<file path="src/rtl/pio_od_pkg.sv">
package pio_od_pkg;

    typedef enum logic {
        MODE_CTRL = 1'b0,
        MODE_DATA = 1'b1
    } pio_mode_e;

    typedef struct packed {
        logic sclk;
        logic fsync;
    } pio_lvl_t;

endpackage

</file>
<file path="src/rtl/pio_od_edge.sv">
module pio_od_edge
    import pio_od_pkg::*;
(
    input  logic clk,
    input  logic rst_n,
    input  logic sclk_i,
    input  logic fsync_i,
    output logic sclk_rise_o,
    output logic fsync_rise_o
);

    pio_lvl_t lvl_d, lvl_q;

    always_comb begin
        lvl_d.sclk   = sclk_i;
        lvl_d.fsync  = fsync_i;
        sclk_rise_o  = sclk_i & ~lvl_q.sclk;
        fsync_rise_o = fsync_i & ~lvl_q.fsync;
    end

    // Reset high so a level already high at reset release is not an edge.
    always_ff @(posedge clk or negedge rst_n) begin
        if (!rst_n) lvl_q <= '{sclk: 1'b1, fsync: 1'b1};
        else        lvl_q <= lvl_d;
    end

    AST_FRAME_EDGE_SINGLE: assert property (@(posedge clk) disable iff (!rst_n)
        fsync_rise_o |=> !fsync_rise_o);

    AST_SCLK_EDGE_SINGLE: assert property (@(posedge clk) disable iff (!rst_n)
        sclk_rise_o |=> !sclk_rise_o);

endmodule

</file>
<file path="src/rtl/pio_od_sync.sv">
module pio_od_sync #(
    parameter int W      = 2,
    parameter int STAGES = 2
) (
    input  logic         clk,
    input  logic         rst_n,
    input  logic [W-1:0] async_i,
    output logic [W-1:0] sync_o
);

    logic [STAGES-1:0][W-1:0] chain_d, chain_q;

    always_comb begin
        chain_d[0] = async_i;
        for (int s = 1; s < STAGES; s++) chain_d[s] = chain_q[s-1];
    end

    // Released pins idle high, so the chain resets to ones.
    always_ff @(posedge clk or negedge rst_n) begin
        if (!rst_n) chain_q <= '1;
        else        chain_q <= chain_d;
    end

    assign sync_o = chain_q[STAGES-1];

endmodule

</file>
<file path="src/rtl/pio_od_data.sv">
module pio_od_data #(
    parameter int W = 2
) (
    input  logic         clk,
    input  logic         rst_n,
    input  logic         data_mode_i,
    input  logic         frame_i,
    input  logic         wr_valid_i,
    input  logic [W-1:0] wr_data_i,
    input  logic [W-1:0] pin_s_i,
    output logic [W-1:0] pd_en_o,
    output logic [W-1:0] rd_o
);

    typedef struct packed {
        logic [W-1:0] pend;
        logic         pend_vld;
        logic [W-1:0] drive;   // 1 = released, 0 = pulled low
        logic [W-1:0] capt;
        logic [W-1:0] rd;
    } dat_st_t;

    dat_st_t st_d, st_q;
    logic    frame_en;
    logic    accept;

    always_comb begin
        st_d     = st_q;
        frame_en = data_mode_i & frame_i;
        accept   = data_mode_i & wr_valid_i;

        if (frame_en) begin
            if (st_q.pend_vld) st_d.drive = st_q.pend;
            st_d.pend_vld = 1'b0;
            st_d.capt     = pin_s_i;
            st_d.rd       = st_q.capt;
        end
        if (accept) begin
            st_d.pend     = wr_data_i;
            st_d.pend_vld = 1'b1;
        end
        if (!data_mode_i) st_d.pend_vld = 1'b0;
    end

    always_ff @(posedge clk or negedge rst_n) begin
        if (!rst_n) st_q <= '{pend: '1, pend_vld: 1'b0, drive: '1, capt: '1, rd: '1};
        else        st_q <= st_d;
    end

    assign pd_en_o = ~st_q.drive;
    assign rd_o    = st_q.rd;

    AST_DRIVE_AT_FRAME_ONLY: assert property (@(posedge clk) disable iff (!rst_n)
        !$stable(st_q.drive) |-> $past(data_mode_i && frame_i));

    AST_PEND_APPLIED: assert property (@(posedge clk) disable iff (!rst_n)
        (data_mode_i && frame_i && st_q.pend_vld) |=> st_q.drive == $past(st_q.pend));

    AST_CTRL_MODE_NO_DRIVE: assert property (@(posedge clk) disable iff (!rst_n)
        $past(!data_mode_i) |-> $stable(pd_en_o));

    AST_RD_FRAME_ALIGNED: assert property (@(posedge clk) disable iff (!rst_n)
        !$stable(rd_o) |-> $past(data_mode_i && frame_i));

endmodule

</file>
<file path="src/rtl/pio_od_ctrl.sv">
module pio_od_ctrl #(
    parameter int W               = 2,
    parameter int SCLKS_PER_FRAME = 32,
    parameter int SAMPLE_EDGE     = 0
) (
    input  logic         clk,
    input  logic         rst_n,
    input  logic         data_mode_i,
    input  logic         frame_i,
    input  logic         sclk_rise_i,
    input  logic [W-1:0] pin_s_i,
    output logic [W-1:0] rd_o
);

    localparam int              CNT_W  = (SCLKS_PER_FRAME > 2) ? $clog2(SCLKS_PER_FRAME) : 1;
    localparam logic [CNT_W-1:0] TARGET = CNT_W'(SAMPLE_EDGE);

    typedef struct packed {
        logic             armed;
        logic [CNT_W-1:0] cnt;
        logic [W-1:0]     rd;
    } ctl_st_t;

    ctl_st_t st_d, st_q;

    always_comb begin
        st_d = st_q;
        if (data_mode_i) begin
            st_d.armed = 1'b0;
        end else if (frame_i) begin
            st_d.armed = 1'b1;
            st_d.cnt   = '0;
        end else if (sclk_rise_i && st_q.armed) begin
            if (st_q.cnt == TARGET) begin
                st_d.rd    = pin_s_i;
                st_d.armed = 1'b0;
            end else begin
                st_d.cnt = st_q.cnt + 1'b1;
            end
        end
    end

    always_ff @(posedge clk or negedge rst_n) begin
        if (!rst_n) st_q <= '{armed: 1'b0, cnt: '0, rd: '1};
        else        st_q <= st_d;
    end

    assign rd_o = st_q.rd;

    AST_CTRL_RD_ON_SCLK: assert property (@(posedge clk) disable iff (!rst_n)
        !$stable(rd_o) |-> $past(sclk_rise_i && !data_mode_i));

    AST_ONE_SAMPLE_PER_FRAME: assert property (@(posedge clk) disable iff (!rst_n)
        !$stable(rd_o) |-> !st_q.armed);

    AST_CNT_BOUND: assert property (@(posedge clk) disable iff (!rst_n)
        st_q.cnt <= TARGET);

    AST_DATA_MODE_DISARMS: assert property (@(posedge clk) disable iff (!rst_n)
        $past(data_mode_i) |-> !st_q.armed);

endmodule

</file>
<file path="src/rtl/pio_od_port.sv">
module pio_od_port
    import pio_od_pkg::*;
#(
    parameter int NPIN            = 2,
    parameter int SYNC_STAGES     = 2,
    parameter int SCLKS_PER_FRAME = 32,
    parameter int SAMPLE_EDGE     = 0
) (
    input  logic            clk,
    input  logic            rst_n,
    input  logic            sclk_i,
    input  logic            fsync_i,
    input  logic            data_mode_i,
    input  logic            wr_valid_i,
    input  logic [NPIN-1:0] wr_data_i,
    input  logic [NPIN-1:0] pin_i,
    output logic [NPIN-1:0] pd_en_o,
    output logic [NPIN-1:0] data_rd_o,
    output logic [NPIN-1:0] ctrl_rd_o
);

    pio_mode_e       mode;
    logic            sclk_rise;
    logic            fsync_rise;
    logic [NPIN-1:0] pin_s;

    assign mode = pio_mode_e'(data_mode_i);

    pio_od_edge u_edge (
        .clk         (clk),
        .rst_n       (rst_n),
        .sclk_i      (sclk_i),
        .fsync_i     (fsync_i),
        .sclk_rise_o (sclk_rise),
        .fsync_rise_o(fsync_rise)
    );

    pio_od_sync #(.W(NPIN), .STAGES(SYNC_STAGES)) u_sync (
        .clk    (clk),
        .rst_n  (rst_n),
        .async_i(pin_i),
        .sync_o (pin_s)
    );

    pio_od_data #(.W(NPIN)) u_data (
        .clk        (clk),
        .rst_n      (rst_n),
        .data_mode_i(mode == MODE_DATA),
        .frame_i    (fsync_rise),
        .wr_valid_i (wr_valid_i),
        .wr_data_i  (wr_data_i),
        .pin_s_i    (pin_s),
        .pd_en_o    (pd_en_o),
        .rd_o       (data_rd_o)
    );

    pio_od_ctrl #(
        .W              (NPIN),
        .SCLKS_PER_FRAME(SCLKS_PER_FRAME),
        .SAMPLE_EDGE    (SAMPLE_EDGE)
    ) u_ctrl (
        .clk        (clk),
        .rst_n      (rst_n),
        .data_mode_i(mode == MODE_DATA),
        .frame_i    (fsync_rise),
        .sclk_rise_i(sclk_rise),
        .pin_s_i    (pin_s),
        .rd_o       (ctrl_rd_o)
    );

    // Cycle count since reset, so the latency check never reaches into reset.
    logic [1:0] age_q;
    always_ff @(posedge clk or negedge rst_n) begin
        if (!rst_n)            age_q <= '0;
        else if (age_q != 2'd3) age_q <= age_q + 2'd1;
    end

    generate
        if (SYNC_STAGES == 2) begin : g_sync_chk
            AST_PIN_SYNC_DELAY: assert property (@(posedge clk) disable iff (!rst_n)
                (age_q == 2'd3) |-> pin_s == $past(pin_i, 2));
        end
    endgenerate

    AST_CTRL_FRAME_KEEPS_PD: assert property (@(posedge clk) disable iff (!rst_n)
        $past(fsync_rise && !data_mode_i) |-> $stable(pd_en_o) && $stable(data_rd_o));

    AST_DATA_FRAME_KEEPS_CTRL: assert property (@(posedge clk) disable iff (!rst_n)
        $past(fsync_rise && data_mode_i) |-> $stable(ctrl_rd_o));

endmodule

</file>
<file path="config.mk">
export PLATFORM = sky130hd
export DESIGN_NAME = pio_od_port
export DESIGN_NICKNAME = d
export VERILOG_FILES = /design/src/rtl/pio_od_pkg.sv /design/src/rtl/pio_od_edge.sv /design/src/rtl/pio_od_sync.sv /design/src/rtl/pio_od_data.sv /design/src/rtl/pio_od_ctrl.sv /design/src/rtl/pio_od_port.sv
export SDC_FILE = /design/constraint.sdc
export NUM_CORES = 1
export LEC_CHECK = 0
export BUFFER_PORTS_ARGS = -buffer_cell sky130_fd_sc_hd__buf_2
export CORE_UTILIZATION = 55
export DETAILED_ROUTE_END_ITERATION = 10
export GPL_ROUTABILITY_DRIVEN = 0
export PLACE_DENSITY = 0.76
export SLEW_MARGIN = 30
export SYNTH_ARGS = -nofsm -noshare
export SYNTH_HDL_FRONTEND = slang
export SYNTH_HIERARCHICAL = 1
export SYNTH_SLANG_ARGS = --single-unit
</file>
<file path="constraint.sdc">
create_clock -name clk -period 4.7 [get_ports clk]
set_clock_uncertainty 0.1 [all_clocks]
set_input_delay 0.705 -clock clk [delete_from_list [all_inputs] [get_ports clk]]
set_output_delay 0.705 -clock clk [all_outputs]
set_load 0.1 [all_outputs]
</file>
==> out/metrics.cfg, run 1 <==
[outcome]
status = finished, final reports clean

[clock_tree]
cts_made_buffers = 3
hold_buffers = 0
cts_max_level = 1
cts.clk_slew.worst_paths_ns = 0.12
cts_root_buf = clkbuf_4
cts_tree = done
cts_resized = 0
cts.sinks = 23
clockBufferDepth = 2
insertion_delay_ns = 0.30
postCtsSetupBuffers = 0

[die]
num_rows = 15
initial_utilization_pct = 59.4
dieWidth_um = 45.7
core_mm2 = 0.00176
top_level_ports = 16
dieArea_mm2 = 0.00208
die_y_um = 45.7

[detailed_routing]
drcViolationCount = 0
finalWirelength_um = 1570
first_pass_iters = 4
drtAntennaViolNets = 0
vias = 659
wl_per_cell_um = 13.1
first_iter_violations = 12
vias_per_cell = 5.49

[layout]
fillers = 157
seq_area_um2 = 596
stdcell_area_mm2 = 0.00115
layout.cells.non_filler = 120
antenna_cells = 0
fin_util_pct = 65.1
nets = 108
drive_above_1_share_pct = 49.5
multiInputGateArea_um2 = 400
area_growth_pct = 9.55

[worst_setup_path]
critPathArrivalTime_ns = 1.26
rr_endpoint = u_ctrl/st_q[4]$_DFFE_PN0P_
crit_path_start_kind = flop
crit_required_ns = 3.89
cp_max_fo = 2
slowest_stage = dfstp_2
cpPeakStageDelay_ns = 0.54
cp_top_family = flip-flops
reg2reg_depth = 5
ff2ff_setup_slack_ns = 2.74
startpoint = u_data/rd_o[0]$_DFFE_PN1P_
worst-setup-path-type = reg -> out
r2r-start = u_ctrl/st_q[2]$_DFFE_PN0P_
end_kind = output port
path_cells = buf_2
critPathBufInv = 1

[synth]
synthesis.area_mm2 = 0.00105
yosysWarnings = 6
seq_area_frac_synth_pct = 56.8
syn_nets = 93
yosysUniqueCellTypes = 30
synth_largest_area_cell = dfstp_2
yosys-top-cells-area = dfstp_2, dfrtp_1, mux2_2
synth_common_cells = dfstp_2, mux2_2, dfrtp_1, nand2_1, inv_1
syn-instance-count = 81
synth.top_cell.area_share_pct = 40.1
syn_area_per_cell_um2 = 12.9
synth_edf_count = 0
ys_async_sr_fraction_pct = 100
synthFlopType = dfstp_2
ys_seq_elements = 23
post-synth-top-count-cell = dfstp_2

[placement]
hpwlAfterDp_um = 1110
portBuffers = 15
dp_cells = 116
place_area_mm2 = 0.00112

[sta]
fin_tns_setup_ns = 0
worst_pin_slew_ns = 0.734
min_period_ns = 2.06
finalMaxSlewViolations = 0
finalHoldViolations = 0
finalCritPeriodShare_pct = 43.9
relSlewSlack_pct = 50.4
fmax_mhz = 485
rsz0062_at_grt = false
setup_viol = 0

[power_and_ir_drop]
finalPower_w = 0.000501
vdd_drop_max_v = 0.000292
leakagePower_nw = 0.494
power_density_mw_per_mm2 = 437

[grt]
grt_pass1_wl_um = 2590
overflow = 0
track_usage_pct = 18.0
antenna_found_initial = 0
grt_pass1_vias = 633
grt_start_max_net_pins = 24

[run]
maxCapViolCount = 0

[hold_path]
min_path_type = in -> async

==> how the worst max path moves through the flow <==
stage / slack [ns] / cells past startpoint / endpoint
finish: 2.64 / 1 / data_rd_o[0]
global route: 2.59 / 1 / ctrl_rd_o[0]
CTS: 2.62 / 1 / ctrl_rd_o[1]
detailed placement: 2.81 / 5 / u_ctrl/st_q[6]$_DFFE_PN0P_
global placement: 2.84 / 5 / u_ctrl/st_q[5]$_DFFE_PN0P_
floorplan: 2.89 / 4 / u_ctrl/st_q[4]$_DFFE_PN0P_
==> flip-flops by register name (all words and copies together), names as in the netlist <==
name / count
u_ctrl/st_q: 6
u_edge/lvl_q: 2
u_data/rd_o: 2
u_ctrl/rd_o: 2
u_sync/sync_o: 2
u_data/st_q: 7
u_sync/chain_d: 2
==> report_power, final <==
group | total, W | internal [W] | switching, W
sequential | 0.000250 | 0.000239 | 0.0000108
combinational | 0.000165 | 0.0000315 | 0.000134
clock | 0.0000868 | 0.0000317 | 0.0000551
==> per-stage QoR <==
step | setup WS (ns) | hold slack, ns
floorplan | 2.89 | 0.245
global placement | 2.84 | 0.246
detailed placement | 2.81 | 0.249
CTS | 2.62 | 0.253
global route | 2.59 | 0.270
finish | 2.64 | 0.252
==> cell families after synthesis <==
group,Yosys count,share of synthesized area [%]
simple gates,28,18.7
mux,10,10.7
buf+inv,10,5.01
fa+ha+maj,2,2.39
flops,23,56.8
compound gates,8,6.33
==> layout make-up <==
| type | instances | area share (%) |
|---|---|---|
| Clock buffer | 3 | 1.96 |
| Clock inverter | 1 | 0.436 |
| Inverter | 5 | 1.63 |
| Multi-Input combinational cell | 48 | 34.9 |
| Sequential cell | 23 | 51.9 |
| Tap cell | 25 | 2.72 |
| Timing Repair Buffer | 15 | 6.54 |
==> metal layers <==
layer	vias to the layer above	part of all wire (%)	wire, um	GRT usage, %
met2	16	49	767	29.4
met5	-	0	0	0
met3	2	4.6	73	3.57
met4	0	1.5	23	10.9
li1	314	-	-	-
met1	327	45	710	21.7
==> placed cells by master, fill, tap and decap left out <==
cell      Yosys  final
inv_1         5      5
and2_1        1      1
dfstp_2      16     16
mux2_1        2      2
nand3b_1      1      1
nor2_1        1      1
nand2_1       6      6
clkinv_2      0      1
a311o_1       1      1
ha_1          2      2
nand2b_1      2      2
clkbuf_4      0      3
or4_1         2      2
o31ai_1       1      1
nor4b_1       1      1
nand3_1       3      3
or4b_4        1      1
buf_2         0     15
nor4_1        1      1
o21a_1        1      1
o211ai_1      1      1
dfrtp_1       7      7
a311oi_1      1      1
nor2b_1       3      3
nor3_4        1      1
nor3_1        1      1
a22oi_1       2      2
nor2b_4       2      2
mux2_2        8      8
nand4b_1      2      2
a32o_1        1      1
Power figures use the tool's default switching activity.
==> run 2: changes to the inputs <==
CORE_UTILIZATION = 54   (was 55)
PLACE_DENSITY = 0.74   (was 0.76)
clock period = 2 ns   (was 4.7 ns; I/O delays follow)
==> out/metrics.cfg, run 2 (synthesized netlist as in run 1, its figures left out) <==
[sta]
setup_viol = 0
finalHoldViolations = 0
finalCritPeriodShare_pct = 94.0
min_period_ns = 1.88
relSlewSlack_pct = 67.8
rsz0062_at_grt = false
finalMaxSlewViolations = 0
fin_tns_setup_ns = 0
worst_pin_slew_ns = 0.483
fmax_mhz = 532

[worst_setup_path]
cpPeakStageDelay_ns = 0.49
crit_required_ns = 2.14
slowest_stage = or4b_4
crit_path_start_kind = flop
ff2ff_setup_slack_ns = 0.12
reg2reg_depth = 5
cp_max_fo = 5
critPathArrivalTime_ns = 2.02
r2r-start = u_ctrl/st_q[2]$_DFFE_PN0P_
rr_endpoint = u_ctrl/rd_o[0]$_DFFE_PN1P_
worst-setup-path-type = reg -> reg
end_kind = flop
path_cells = inv_1, ha_1, or4b_4, nor3_4, mux2_1

[layout]
fin_util_pct = 68.4
top_register = u_data/st_q
nets = 114
final_common_cell = dfstp_2
stdcell_area_mm2 = 0.00121
fillers = 135
layout.cells.non_filler = 126
mostFrequentLayoutCells = dfstp_2, buf_2, mux2_2
area_growth_pct = 15.0
largest_reg_flops = 7
largestRegisters = u_data/st_q: 7 flops, u_ctrl/st_q: 6 flops
antenna_cells = 0
drive_above_1_share_pct = 47.5

[outcome]
status = finished, final reports clean

[power_and_ir_drop]
p_switching_w = 0.000476
clkPwrFrac_pct = 17.4
power_frac_seq_pct = 49.4
p_int_w = 0.000716
swShare_pct = 39.9
combPwrFrac_pct = 33.3
leakagePower_nw = 0.519
vdd_drop_max_v = 0.000682
power_density_mw_per_mm2 = 988
finalPower_w = 0.00119

[detailed_routing]
drcViolationCount = 0
drtAntennaViolNets = 0
finalWirelength_um = 1640
first_iter_violations = 25
vias = 677
vias_per_cell = 5.37
wl_per_cell_um = 13.0
first_pass_iters = 4

[die]
top_level_ports = 16
initial_utilization_pct = 59.4
num_rows = 15
die_y_um = 46.1
dieWidth_um = 46.1
dieArea_mm2 = 0.00212
core_mm2 = 0.00176

[clock_tree]
cts_max_level = 1
cts_tree = done
insertion_delay_ns = 0.30
cts_root_buf = clkbuf_4
postCtsSetupBuffers = 0
cts.sinks = 23
cts.clk_slew.worst_paths_ns = 0.12
cts_made_buffers = 3
clockBufferDepth = 2

[grt]
grt_pass1_vias = 650
grt_start_max_net_pins = 24
overflow = 0
track_usage_pct = 18.3
antenna_found_initial = 0
grt_pass1_wl_um = 2730

[hold_path]
worstHoldEndpoint = u_data/st_q[6]$_DFFE_PN0P_
min_path_type = in -> reg
hold_path_depth = 2
hp-start = wr_valid_i

[run]
maxCapViolCount = 0

[placement]
dp_cells = 117
portBuffers = 15
place_area_mm2 = 0.00113
hpwlAfterDp_um = 1170

## run 2: cell types whose count changed in the layout (fill, tap and decap cells not counted), sizes merged
cell	delta
dlygate4sd3	+5
buf	+1
## run 2: repair_timing
action                    CTS  global route
hold endpoints to repair   11             0
resized for setup           0             0
hold buffers                5             0
## run 2: per-layer routing
| metal | routed length, um | GRT usage [%] | up-vias |
|---|---|---|---|
| li1 | - | - | 326 |
| met1 | 718 | 24.7 | 322 |
| met2 | 824 | 31.0 | 29 |
| met3 | 100 | 2.35 | 0 |
| met4 | 0 | 5.29 | 0 |
| met5 | 0 | 0 | - |
## run 2: layout make-up
cell class	count	area, um^2	share of cell area (%)
Sequential cell	23	596	49.4
Timing Repair Buffer	21	133	11.0
Clock inverter	1	5.00	0.415
Clock buffer	3	22.5	1.87
Tap cell	25	31.3	2.59
Multi-Input combinational cell	48	400	33.2
Inverter	5	18.8	1.56
## run 2: how the worst max path moves through the flow
stage	slack, ns	endpoint	cells past startpoint	from
after CTS	0.12	u_ctrl/rd_o[0]$_DFFE_PN1P_	5	u_ctrl/st_q[2]$_DFFE_PN0P_
after global placement	0.22	u_ctrl/rd_o[1]$_DFFE_PN1P_	5	u_ctrl/st_q[2]$_DFFE_PN0P_
after global routing	0.04	u_ctrl/rd_o[0]$_DFFE_PN1P_	5	u_ctrl/st_q[2]$_DFFE_PN0P_
final	0.12	u_ctrl/rd_o[0]$_DFFE_PN1P_	5	u_ctrl/st_q[2]$_DFFE_PN0P_
after floorplan	0.24	u_ctrl/rd_o[0]$_DFFE_PN1P_	5	u_ctrl/st_q[2]$_DFFE_PN0P_
after detailed placement	0.14	u_ctrl/rd_o[0]$_DFFE_PN1P_	5	u_ctrl/st_q[2]$_DFFE_PN0P_
## run 2: per-stage QoR
| stage | worst slack, ns | hold slack [ns] |
|---|---|---|
| finish | 0.120 | 0.120 |
| global placement | 0.217 | 0.187 |
| CTS | 0.121 | 0.116 |
| floorplan | 0.241 | -0.0956 |
| detailed placement | 0.139 | 0.191 |
| global route | 0.0414 | 0.111 |
## run 2: power by group through the flow
| stage | registers (W) | clock network [W] | logic (W) |
|---|---|---|---|
| 6_report | 0.000588 | 0.000207 | 0.000397 |
| 3_3_place_gp | 0.000593 | 0 | 0.000387 |
| 4_1_cts | 0.000589 | 0.000214 | 0.000398 |
| 2_1_floorplan | 0.000588 | 0 | 0.000363 |
| 3_5_place_dp | 0.000598 | 0 | 0.000390 |
| 5_1_grt | 0.000598 | 0.000231 | 0.000413 |
## run 2: worst max-delay path: cells and delay by family (launching register included)
family,cells,cell delay [ns]
flops,1,0.44
mux,1,0.34
simple gates,2,0.69
fa+ha+maj,1,0.16
buf+inv,1,0.07
==> run 3: changes to the inputs <==
ABC_AREA = 1   (was unset)
CORE_UTILIZATION = 55   (was 54)
PLACE_DENSITY = 0.75   (was 0.74)
REMOVE_ABC_BUFFERS = 1   (was unset)
==> out/metrics.cfg, run 3 <==
[layout]
top_register = u_data/st_q
mostFrequentLayoutCells = nand2_1, dfstp_2, buf_2
stdcell_area_mm2 = 0.00129
layout.cells.non_filler = 170
largest_reg_flops = 7
drive_above_1_share_pct = 35.0
largestRegisters = u_data/st_q: 7 flops, u_ctrl/st_q: 6 flops
fin_util_pct = 64.9
antenna_cells = 0
fillers = 163
area_growth_pct = 10.5
nets = 156
final_common_cell = nand2_1

[run]
maxCapViolCount = 0

[clock_tree]
postCtsSetupBuffers = 0
cts_max_level = 1
clockBufferDepth = 2
hold_buffers = 5
cts_root_buf = clkbuf_4
insertion_delay_ns = 0.30
cts_tree = done
cts_resized = 0
cts.sinks = 23
cts.clk_slew.worst_paths_ns = 0.12
cts_made_buffers = 3

[worst_setup_path]
cp_top_family = simple AND/OR/NAND/NOR gates
critPathArrivalTime_ns = 1.85
path_cells = dlygate4sd3_1, buf_2, inv_1, nor2_2, nand2_2, nand2_1, nand2_1, nand2_1
worst-setup-path-type = in -> reg
crit_required_ns = 2.14
cpPeakStageDelay_ns = 0.51
ff2ff_setup_slack_ns = 0.54
cp_max_fo = 14
crit_path_start_kind = primary input
path_common_cell = nand2_1
end_kind = flop
slowest_stage = dlygate4sd3_1
critPathBufInv = 3

[placement]
portBuffers = 15
hpwlAfterDp_um = 1350
dp_cells = 161
place_area_mm2 = 0.00121

[synth]
ys_seq_elements = 23
syn_area_per_cell_um2 = 9.24
ys_async_sr_fraction_pct = 100
synthesis.area_mm2 = 0.00116
synth_common_cells = nand2_1, dfstp_2, inv_1, nand3_1, dfrtp_1
syn-instance-count = 126
synthFlopType = dfstp_2
yosysWarnings = 6
post-synth-top-count-cell = nand2_1
yosysUniqueCellTypes = 20
synth_edf_count = 0
yosys-top-cells-area = dfstp_2, dfrtp_1, nand2_1
synth.top_cell.area_share_pct = 36.1
seq_area_frac_synth_pct = 51.2
synth_largest_area_cell = dfstp_2

[sta]
min_period_ns = 1.70
finalCritPeriodShare_pct = 85.1
whs_ns = 0.108
finalMaxSlewViolations = 0
fmax_mhz = 587
relSlewSlack_pct = 61.5
worst_pin_slew_ns = 0.577
fin_tns_setup_ns = 0
rsz0062_at_grt = false
setup_viol = 0
finalHoldViolations = 0

[grt]
grt_pass1_vias = 713
track_usage_pct = 18.5
antenna_found_initial = 0
grt_pass1_wl_um = 2960
overflow = 0
grt_start_max_net_pins = 24

[power_and_ir_drop]
combPwrFrac_pct = 30.0
power_frac_seq_pct = 51.6
p_int_w = 0.000679
clkPwrFrac_pct = 18.4
p_switching_w = 0.000429
power_density_mw_per_mm2 = 862
leakagePower_nw = 0.639
swShare_pct = 38.7
vdd_drop_max_v = 0.000648

[die]
num_rows = 16
top_level_ports = 16
core_mm2 = 0.00198
dieArea_mm2 = 0.00230
initial_utilization_pct = 58.7
dieWidth_um = 48.0
die_y_um = 48.0

[detailed_routing]
vias = 867
drtAntennaViolNets = 0
wl_per_cell_um = 10.7
drcViolationCount = 0
first_iter_violations = 22
finalWirelength_um = 1820
first_pass_iters = 4
vias_per_cell = 5.10

[hold_path]
min_path_type = in -> reg

[outcome]
status = finished, final reports clean

## run 3: changes by cell type after synthesis, sizes merged, moves of 4 or more
cell,before,now
mux2,10,0
nand3,3,16
nand2,6,41
nand4,0,6
o21ai,0,4
nor2b,5,0
nor2,1,9
inv,5,15
## run 3: logic make-up after synthesis
kind of cell	synth area share, %
AOI/OAI and AO/OA	1.72
adders and majority gates	2.15
buffers and inverters	10.3
DFF	51.2
and+or+nand+nor	34.6
## run 3: power groups by stage
| stage | Combinational (W) | Sequential, W | Clock, W |
|---|---|---|---|
| 2_1_floorplan | 0.000136 | 0.000712 | 0 |
| 3_3_place_gp | 0.000323 | 0.000579 | 0 |
| 3_5_place_dp | 0.000327 | 0.000581 | 0 |
| 4_1_cts | 0.000335 | 0.000573 | 0.000215 |
| 5_1_grt | 0.000356 | 0.000580 | 0.000228 |
| 6_report | 0.000333 | 0.000572 | 0.000203 |
## run 3: final timing paths
| kind | from | endpoint | depth (start not counted) |
|---|---|---|---|
| worst max-delay path | fsync_i | u_ctrl/st_q[4]$_DFFE_PN0P_ | 8 |
| worst min-delay path | wr_data_i[1] | u_data/st_q[8]$_DFFE_PN1P_ | 3 |
| worst max register to register | u_ctrl/st_q[2]$_DFFE_PN0P_ | u_ctrl/st_q[4]$_DFFE_PN0P_ | 9 |
| worst min register to register | u_sync/chain_d[2]$_DFF_PN1_ | u_sync/sync_o[0]$_DFF_PN1_ | 0 |
| max in group asynchronous | rst_n | u_edge/lvl_q[0]$_DFF_PN1_ | 2 |
| min in group asynchronous | rst_n | u_ctrl/st_q[6]$_DFFE_PN0P_ | 2 |
## run 3: worst min-delay path, stage by stage
cell	delay, ns
buf_2	0.09
nand3_1	0.07
nand2_1	0.05
## run 3: cell type report
type,count,area [um^2],share of cell area [%]
Clock buffer,3,22.5,1.75
Clock inverter,1,5.00,0.389
Inverter,15,56.3,4.38
Multi-Input combinational cell,81,448,34.8
Sequential cell,23,596,46.3
Tap cell,27,33.8,2.63
Timing Repair Buffer,20,125,9.73
## run 3: through the flow
stage	setup WS [ns]	power [W]
floorplan	0.669	0.000847
global placement	0.547	0.000902
detailed placement	0.530	0.000908
CTS	0.305	0.00112
global route	0.166	0.00116
finish	0.298	0.00111
## run 3: metal layers
metal,vias to the layer above,GRT usage [%],part of all wire [%]
met5,-,0,0
met4,0,8.33,0.77
met3,2,2.26,4.0
met2,22,28.9,48
met1,411,25.6,47
li1,432,-,-
